**src/rtl/i2c_rec_pkg.sv**
```systemverilog
package i2c_rec_pkg;
  typedef enum logic [3:0] {
    ST_IDLE,
    ST_DIS,
    ST_EN,
    ST_REL,
    ST_START,
    ST_SCLLO,
    ST_STOPSU,
    ST_STOP,
    ST_CHECK
  } rec_state_e;
endpackage

```
**src/rtl/i2c_rec_sync.sv**
```systemverilog
module i2c_rec_sync #(
  parameter int W = 2
) (
  input  logic         clk_i,
  input  logic         rst_ni,
  input  logic [W-1:0] d_i,
  output logic [W-1:0] q_o
);
  for (genvar b = 0; b < W; b++) begin : g_bit
    logic ff1_q, ff2_q;
    // bus idles high, so reset to 1
    always_ff @(posedge clk_i or negedge rst_ni) begin
      if (!rst_ni) begin
        ff1_q <= 1'b1;
        ff2_q <= 1'b1;
      end else begin
        ff1_q <= d_i[b];
        ff2_q <= ff1_q;
      end
    end
    assign q_o[b] = ff2_q;
  end
endmodule

```
**src/rtl/i2c_rec_wdog.sv**
```systemverilog
module i2c_rec_wdog #(
  parameter int TW = 16
) (
  input  logic          clk_i,
  input  logic          rst_ni,
  input  logic          arm_i,
  input  logic          busy_i,
  input  logic          scl_s_i,
  input  logic          sda_s_i,
  input  logic [TW-1:0] lim_i,
  output logic          hit_o
);
  logic [TW-1:0] cnt_q;
  logic          cond;

  assign cond  = arm_i && busy_i && (!scl_s_i || !sda_s_i);
  assign hit_o = cond && (lim_i != '0) && (cnt_q == lim_i);

  always_ff @(posedge clk_i or negedge rst_ni) begin
    if (!rst_ni)             cnt_q <= '0;
    else if (!cond)          cnt_q <= '0;
    else if (cnt_q != lim_i) cnt_q <= cnt_q + 1'b1;
  end
endmodule

```
**src/rtl/i2c_rec_timer.sv**
```systemverilog
module i2c_rec_timer #(
  parameter int PW = 12
) (
  input  logic          clk_i,
  input  logic          rst_ni,
  input  logic          clr_i,
  input  logic [PW-1:0] lim_i,
  output logic          done_o
);
  logic [PW-1:0] cnt_q;

  assign done_o = (cnt_q >= lim_i);

  always_ff @(posedge clk_i or negedge rst_ni) begin
    if (!rst_ni)      cnt_q <= '0;
    else if (clr_i)   cnt_q <= '0;
    else if (!done_o) cnt_q <= cnt_q + 1'b1;
  end
endmodule

```
**src/rtl/i2c_rec_fsm.sv**
```systemverilog
module i2c_rec_fsm
  import i2c_rec_pkg::*;
#(
  parameter int MAX_PULSES = 9,
  localparam int PCW = $clog2(MAX_PULSES + 1)
) (
  input  logic clk_i,
  input  logic rst_ni,
  input  logic start_i,
  input  logic retry_ack_i,
  input  logic scl_s_i,
  input  logic sda_s_i,
  input  logic tdone_i,
  output logic tclr_o,
  output logic scl_oe_o,
  output logic sda_oe_o,
  output logic ctrl_en_o,
  output logic owns_bus_o,
  output logic recovered_o,
  output logic retry_o,
  output logic error_o
);
  rec_state_e     state_q, state_d;
  logic [PCW-1:0] pulse_q;
  logic           retry_q, error_q;
  logic           last_pulse, fail;

  assign last_pulse = (pulse_q == PCW'(MAX_PULSES - 1));
  assign fail       = (state_q == ST_CHECK) && !sda_s_i && last_pulse;

  always_comb begin
    state_d = state_q;
    unique case (state_q)
      ST_IDLE:   if (start_i) state_d = ST_DIS;
      ST_DIS:    if (tdone_i) state_d = ST_EN;
      ST_EN:     if (tdone_i) state_d = ST_REL;
      ST_REL:    if (tdone_i && scl_s_i) state_d = ST_START;
      ST_START:  if (tdone_i) state_d = ST_SCLLO;
      ST_SCLLO:  if (tdone_i) state_d = ST_STOPSU;
      ST_STOPSU: if (tdone_i && scl_s_i) state_d = ST_STOP;
      ST_STOP:   if (tdone_i) state_d = ST_CHECK;
      ST_CHECK: begin
        if (sda_s_i || last_pulse) state_d = ST_IDLE;
        else                       state_d = ST_REL;
      end
      default:   state_d = ST_IDLE;
    endcase
  end

  assign tclr_o = (state_d != state_q);

  always_ff @(posedge clk_i or negedge rst_ni) begin
    if (!rst_ni) begin
      state_q <= ST_IDLE;
      pulse_q <= '0;
      retry_q <= 1'b0;
      error_q <= 1'b0;
    end else begin
      state_q <= state_d;
      if (state_q == ST_DIS) pulse_q <= '0;
      else if (state_q == ST_CHECK && !sda_s_i && !last_pulse) pulse_q <= pulse_q + 1'b1;
      if (recovered_o)      retry_q <= 1'b1;
      else if (retry_ack_i) retry_q <= 1'b0;
      if (fail) error_q <= 1'b1;
    end
  end

  assign ctrl_en_o   = (state_q != ST_DIS);
  assign owns_bus_o  = (state_q != ST_IDLE);
  assign scl_oe_o    = (state_q == ST_SCLLO);
  assign sda_oe_o    = (state_q == ST_START) || (state_q == ST_SCLLO) || (state_q == ST_STOPSU);
  assign recovered_o = (state_q == ST_CHECK) && sda_s_i;
  assign retry_o     = retry_q;
  assign error_o     = error_q;
endmodule

```
**src/rtl/i2c_lockup_recovery.sv**
```systemverilog
module i2c_lockup_recovery #(
  parameter int TMO_W      = 16,
  parameter int HALF_W     = 12,
  parameter int MAX_PULSES = 9
) (
  input  logic              clk_i,
  input  logic              rst_ni,
  input  logic              busy_i,
  input  logic              rec_req_i,
  input  logic              retry_ack_i,
  input  logic [TMO_W-1:0]  tmo_lim_i,
  input  logic [HALF_W-1:0] half_lim_i,
  input  logic              scl_i,
  input  logic              sda_i,
  output logic              scl_oe_o,
  output logic              sda_oe_o,
  output logic              ctrl_en_o,
  output logic              owns_bus_o,
  output logic              recovered_o,
  output logic              retry_o,
  output logic              error_o
);
  logic [1:0] pads_s;
  logic       scl_s, sda_s;
  logic       tmo_hit, tclr, tdone;

  i2c_rec_sync #(.W(2)) u_sync (
    .clk_i (clk_i),
    .rst_ni(rst_ni),
    .d_i   ({scl_i, sda_i}),
    .q_o   (pads_s)
  );
  assign scl_s = pads_s[1];
  assign sda_s = pads_s[0];

  i2c_rec_wdog #(.TW(TMO_W)) u_wdog (
    .clk_i  (clk_i),
    .rst_ni (rst_ni),
    .arm_i  (!owns_bus_o),
    .busy_i (busy_i),
    .scl_s_i(scl_s),
    .sda_s_i(sda_s),
    .lim_i  (tmo_lim_i),
    .hit_o  (tmo_hit)
  );

  i2c_rec_timer #(.PW(HALF_W)) u_timer (
    .clk_i (clk_i),
    .rst_ni(rst_ni),
    .clr_i (tclr),
    .lim_i (half_lim_i),
    .done_o(tdone)
  );

  i2c_rec_fsm #(.MAX_PULSES(MAX_PULSES)) u_fsm (
    .clk_i      (clk_i),
    .rst_ni     (rst_ni),
    .start_i    (rec_req_i || tmo_hit),
    .retry_ack_i(retry_ack_i),
    .scl_s_i    (scl_s),
    .sda_s_i    (sda_s),
    .tdone_i    (tdone),
    .tclr_o     (tclr),
    .scl_oe_o   (scl_oe_o),
    .sda_oe_o   (sda_oe_o),
    .ctrl_en_o  (ctrl_en_o),
    .owns_bus_o (owns_bus_o),
    .recovered_o(recovered_o),
    .retry_o    (retry_o),
    .error_o    (error_o)
  );
endmodule

```
**config.mk**
```make
export PLATFORM = sky130hd
export DESIGN_NAME = i2c_lockup_recovery
export DESIGN_NICKNAME = d
export VERILOG_FILES = /design/src/rtl/i2c_rec_pkg.sv /design/src/rtl/i2c_rec_sync.sv /design/src/rtl/i2c_rec_wdog.sv /design/src/rtl/i2c_rec_timer.sv /design/src/rtl/i2c_rec_fsm.sv /design/src/rtl/i2c_lockup_recovery.sv
export SDC_FILE = /design/constraint.sdc
export NUM_CORES = 1
export LEC_CHECK = 0
export BUFFER_PORTS_ARGS = -buffer_cell sky130_fd_sc_hd__buf_4
export CAP_MARGIN = 20
export CORE_MARGIN = 2
export CORE_UTILIZATION = 63
export CTS_BUF_LIST = sky130_fd_sc_hd__clkbuf_8
export CTS_CLUSTER_DIAMETER = 120
export DETAILED_ROUTE_END_ITERATION = 12
export PLACE_DENSITY = 0.9
export SLEW_MARGIN = 0
export SYNTH_ARGS = -nofsm -noshare
export SYNTH_HDL_FRONTEND = slang
export SYNTH_SLANG_ARGS = --single-unit
export TNS_END_PERCENT = 30
```
**constraint.sdc**
```tcl
create_clock -name clk_i -period 7 [get_ports clk_i]
set_input_delay 1.05 -clock clk_i [delete_from_list [all_inputs] [get_ports clk_i]]
set_output_delay 1.05 -clock clk_i [all_outputs]
set_load 0.01 [all_outputs]
```
# Yosys cells after proc, flatten, opt, wreduce, memory -nomap -nowiden
# Cells that the tools add are included.
[word_totals]
reg_bits = 42
in_bits = 35
out_inout_bits = 7
word_cells = 70
[classes]
addsub = 3
n_lt_le_gt_ge = 1
n_eq_ne = 15
n_mux = 18
reduce_logical = 23
[op_table]
columns = ["operator", "count"]
rows = [
  ["$mux 4", 10],
  ["$pmux 4 s9", 1],
  ["$mux 16", 2],
  ["$mux 12", 2],
  ["$add 16x1->16 const B", 1],
  ["$eq 16x16->1", 1],
  ["$eq 4x3->1 const B", 4],
  ["$ne 16x16->1", 1],
  ["$reduce_bool 16->1", 1],
  ["$add 12x1->12 const B", 1],
  ["$ge 12x12->1", 1],
  ["$logic_and 1x1->1", 9],
  ["$eq 4x2->1 const B", 2],
  ["$eq 4x4->1 const B", 2],
  ["$logic_or 1x1->1", 5],
  ["$add 4x1->4 const B", 1],
  ["$eq 4x1->1 const B", 1],
  ["$logic_not 1->1", 4],
  ["$logic_not 4->1", 1],
  ["$ne 2x2->1 const B", 2],
  ["$ne 4x1->1 const B", 1],
  ["$ne 4x4->1", 1],
  ["$reduce_bool 2->1", 2],
  ["$reduce_bool 4->1", 1],
  ["other kinds (2)", 3],
]

# Depth between registers and ports, before layout
[depth]
depth_word = 11
ltp_mapped = 9
depth_no_buf = 8

# By module
# Synthesis repeated with hierarchy kept, for this count alone.
[hier_totals]
hier_cells = 314
hier_area_um2 = 2930.3
[modules_own_cells]
columns = ["module", "instances", "cells_per_inst", "area_each_um2", "seq_area_each_um2"]
rows = [
  ["i2c_rec_wdog", 1, 138, 1218.7, 400.4],
  ["i2c_rec_timer", 1, 101, 960.9, 300.3],
  ["i2c_rec_fsm", 1, 67, 620.6, 250.2],
  ["i2c_rec_sync", 1, 6, 120.1, 105.1],
  ["i2c_lockup_recovery", 1, 2, 10.0, 0.0],
]

# Worst setup path after synthesis
# Ideal clock, no wire load.
[synth_path]
kind = "input-to-reg"
from = "input port half_lim_i[0]"
to = "register u_timer.cnt_q[8]"
setup_ns = 0.078
arrival_time_ns = 2.788
required_ns = 6.922
slack_ns = 4.134
path_stages = 7
n_path_buf = 0
path_cell_list = "ha_1 nand2b_1 a2111o_1 a21oi_2 o21ai_2 or4_1 a21oi_1"
[synth_between]
elab_chain_len = 6
[synth_lines]
columns = ["element", "line_no", "rtl"]
rows = [
  ["from (decl)", "i2c_lockup_recovery.sv:12", "input logic [HALF_W-1:0] half_lim_i,"],
  ["$ge 12x12->1 *", "i2c_rec_timer.sv:12", "assign done_o = (cnt_q >= lim_i);"],
  ["$logic_and 1x1->1", "i2c_rec_fsm.sv:37, i2c_rec_fsm.sv:40", ""],
  ["$mux 4, on equally long branches", "i2c_rec_fsm.sv:40, i2c_rec_fsm.sv:37", ""],
  ["$pmux 4 s9", "i2c_rec_fsm.sv:33", "unique case (state_q)"],
  ["$ne 4x4->1", "i2c_rec_fsm.sv:50", "assign tclr_o = (state_d != state_q);"],
  ["$ne 2x2->1 (no source line) / $mux 12 (equally long branches)", "--", ""],
  ["to (signal assigned)", "i2c_rec_timer.sv:17", "else if (!done_o) cnt_q <= cnt_q + 1'b1;"],
  ["to (decl)", "i2c_rec_timer.sv:10", "logic [PW-1:0] cnt_q;"],
]
# Mark *: on every way between the ends. The rest lies on a longest branch, timed or not.
# A chain may end at the register's enable or synchronous reset.

# Worst setup path in the final report
[layout_path]
from = "input port tmo_lim_i[15]"
to = "register u_timer.cnt_q[3]"
[layout_between]
elab_chain_len = 8
[layout_lines]
columns = ["element", "line_no", "rtl"]
rows = [
  ["from (decl)", "i2c_lockup_recovery.sv:11", "input logic [TMO_W-1:0] tmo_lim_i,"],
  ["$reduce_bool 16->1", "i2c_rec_wdog.sv:17", "assign hit_o = cond && (lim_i != '0) && (cnt_q == lim_i);"],
  ["$logic_and 1x1->1", "i2c_rec_wdog.sv:17", ""],
  ["$logic_and 1x1->1 *", "i2c_rec_wdog.sv:17", ""],
  ["$logic_or 1x1->1 *", "i2c_lockup_recovery.sv:58", ".start_i (rec_req_i || tmo_hit),"],
  ["$mux 4 *", "i2c_rec_fsm.sv:34", "ST_IDLE: if (start_i) state_d = ST_DIS;"],
  ["$pmux 4 s9 *", "i2c_rec_fsm.sv:33", ""],
  ["$ne 4x4->1 *", "i2c_rec_fsm.sv:50", ""],
  ["$ne 2x2->1 (no source line) / $mux 12 (equally long branches)", "--", ""],
]
# Marked as above.

==> impl_metrics.csv <==
group,metric,value,unit
setup_path,reg2reg_depth,7,
floorplan,coreArea,4060,sq um
grt,antenna_found_initial,0,
clock_network,clock_latency,0.30,ns
grt,grtUsageTotal,26.9,%
sta,finalWorstSetupSlack,3.94,ns
routing,drt_iter0_markers,141,
floorplan,chipWidth,69.4,um
setup_path,path_max_fanout,11,
floorplan,ios,42,
placement,pre_cts_ws,3.63,ns
pwr,irDropWorstVdd,0.212,mV
setup_path,timing.rr.start,"u_wdog.cnt_q[11]",
finish,nNetsFinal,378,
sta,finalCriticalPeriod,3.06,ns
routing,wl_per_cell,15.8,um
sta,slew_violations,0,
floorplan,fp.dieH,69.4,um
sta,clock.fmax,0.327,GHz
routing,met1Wirelength,2500,um
yosys,ys_seq_elements,42,
clock_network,cts_tree,"built",
yosys,synthArstFlopShare,100,%
pwr,intPower,0.000479,W
yosys,syn_nets,337,
setup_path,required,7.18,ns
setup_path,worstSetupPathType,"input pin to flop",
placement,dp.final_hpwl,4430,um
routing,highest_layer,"met4",
grt,grt_overflow_total,0,
clock_network,postCtsHoldBufs,0,
clock_network,cts_buffers,5,
clock_network,htree_levels,2,
routing,final_antenna_net_count,0,
placement,globalplace.congestion,0.947,
pwr,switching_share,33.4,%
placement,port_buffers,41,
setup_path,cp-startpoint,"tmo_lim_i[15]",
flow_run,cap_violations,0,
yosys,syn-instance-count,286,
min_path,hold_depth,0,
routing,wl_met2,3090,um
setup_path,cp-start-kind,"input pin",
min_path,holdCritStartpoint,"u_sync.g_bit[0].ff1_q",
clock_network,cts_max_path_buffers,2,
sta,totalNegativeSetupSlack,0,ns
min_path,hold_path_class,"flop to flop",
sta,fin_skew,0.0140,ns
clock_network,cts_setup_buffers,0,
clock_network,clock-sinks,42,
run_status,status,"completed",
routing,dr.pass1.iters,4,
pwr,seq_power_share,45.5,%
pwr,pwr-share-clk,27.9,%
grt,grt_start_max_net_pins,43,
setup_path,arrival,3.23,ns
sta,tightest_slew,0.857,ns
yosys,syn_area_per_cell,9.42,sq um
pwr,p_leak,1.39,nW
finish,layout-drive-gt1-share,19.8,%
routing,routed_wl,5970,um
routing,via_per_inst,6.01,
sta,setup_viol,0,
floorplan,start_util,66.4,%
grt,grt_pass1_vias,2268,
sta,slew_headroom,42.4,%
clock_network,cts_resized,0,
pwr,combinationalPowerShare,26.6,%
yosys,ys_seq_area_share,39.2,%
yosys,ys.flop_type,"dfrtp_1",
finish,multi_input_area,1500,sq um
grt,grt_pass1_wl,10400,um
sta,period_share,43.7,%
yosys,synth-edff-count,0,
sta,hold_viol_final,0,
routing,wl_met3,228,um
routing,drc_errors,0,
routing,vias,2270,
floorplan,num_rows,23,
setup_path,endpoint_kind,"flop",
finish,area_delta_synth_final,17.0,%
clock_network,ctsRootBufferMaster,"clkbuf_8",
yosys,synth_cell_types,49,
finish,antenna_cells,0,
pwr,p_switching,0.000240,W
yosys,syn-cell-area,2690,sq um
finish,fillers,279,
yosys,yosysWarnings,0,
pwr,pwr_density_cell,228,nW/um^2
finish,seqCellArea,1060,sq um
floorplan,dieArea,4810,sq um
sta,grt_setup_unrepaired,"false",
clock_network,cts.clk_slew.worst_paths,0.08,ns
[metrics by stage]
stage,std cells,total power [W],instance area (sq um),hold slack [ns],util [%]
6_report,378,0.000720,3150,0.363,77.7
4_1_cts,378,0.000721,3150,0.363,77.7
2_1_floorplan,286,0.000453,2690,0.345,-
5_1_grt,378,0.000764,3150,0.371,77.7
3_5_place_dp,370,0.000517,3040,0.351,74.8
3_3_place_gp,370,0.000505,3040,0.347,74.8
[metal layers]
layer	vias to the layer above	track usage, %
li1	1094	-
met1	1099	32.9
met2	61	44.8
met5	-	0
met3	16	5.81
met4	0	13.7
[critical path, cell delays in order]
cell,delay [ns]
buf_4,0.12
xnor2_1,0.14
nand4_1,0.13
nor4_2,0.78
buf_4,0.32
a211oi_2,0.11
a211oi_4,0.47
nor3_1,0.11
[cell usage in the layout (no fill, tap or decap), types with 6 or more instances in the layout]
| cell type | count |
|---|---|
| nand4_1 | 11 |
| xnor2_1 | 29 |
| nand2_1 | 16 |
| nor2_1 | 27 |
| clkbuf_8 | 6 |
| dfrtp_1 | 38 |
| inv_1 | 27 |
| ha_1 | 16 |
| nand3_1 | 8 |
| nor4_1 | 7 |
| nor3_1 | 7 |
| a21oi_1 | 13 |
| buf_4 | 42 |
[flip-flops by register name (all words and copies together) (netlist names)]
register,cells
u_wdog.cnt_q,16
u_fsm.pulse_q,4
u_fsm.retry_o,1
u_fsm.error_o,1
u_sync.g_bit.ff2_q,2
u_timer.cnt_q,12
u_fsm.state_q,4
u_sync.g_bit.ff1_q,2
[power groups by stage]
stage / registers (W) / logic (W) / clock network [W]
final: 0.000327 / 0.000192 / 0.000201
after global routing: 0.000333 / 0.000215 / 0.000215
after CTS: 0.000326 / 0.000192 / 0.000204
after detailed placement: 0.000329 / 0.000188 / 0
after global placement: 0.000327 / 0.000178 / 0
after floorplan: 0.000307 / 0.000146 / 0
[cell usage after synthesis (5+ instances only)]
cell | number | area share, %
a21oi_1 | 13 | 2.4
buf_2 | 5 | 0.93
dfrtp_1 | 38 | 35
ha_1 | 16 | 7.4
inv_1 | 26 | 3.6
mux2i_1 | 5 | 1.9
nand2_1 | 16 | 2.2
nand3_1 | 8 | 1.5
nand4_1 | 11 | 2.6
nor2_1 | 27 | 3.8
nor3_1 | 7 | 1.3
nor3b_1 | 5 | 1.4
nor4_1 | 7 | 1.6
o21ai_0 | 5 | 0.93
o31ai_1 | 5 | 1.4
or4_1 | 5 | 1.4
xnor2_1 | 29 | 9.4
xor2_1 | 5 | 1.6
[area by class of cell]
| type | instances | area share (%) |
|---|---|---|
| Inverter | 26 | 3.10 |
| Sequential cell | 42 | 33.5 |
| Clock buffer | 6 | 2.62 |
| Multi-Input combinational cell | 210 | 47.7 |
| Clock inverter | 2 | 1.07 |
| Tap cell | 50 | 1.98 |
| Timing Repair Buffer | 42 | 10.0 |
[worst paths after layout]
path,slack [ns],end
max,3.94,u_timer.cnt_q[3]
min,0.36,u_sync.g_bit[0].ff2_q
max reg2reg,4.35,u_timer.cnt_q[3]
min reg2reg,0.36,u_sync.g_bit[0].ff2_q
max in group asynchronous,5.91,u_sync.g_bit[1].ff2_q
min in group asynchronous,0.71,u_fsm.pulse_q[2]
[cells by family (layout without fill, tap and decap cells)]
logic type               Yosys count  count (layout)  share of synthesized area (%)
AO/OA/AOI/OAI                     45              45                           12.5
adder cells (fa/ha/maj)           16              16                           7.43
multiplexers                       5               5                           1.86
XOR/XNOR                          34              34                           11.1
AND/OR/NAND/NOR                  110             110                           22.9
flip-flops                        42              42                           39.2
buffers and inverters             34              76                           4.97
Power figures use the tool's default switching activity.
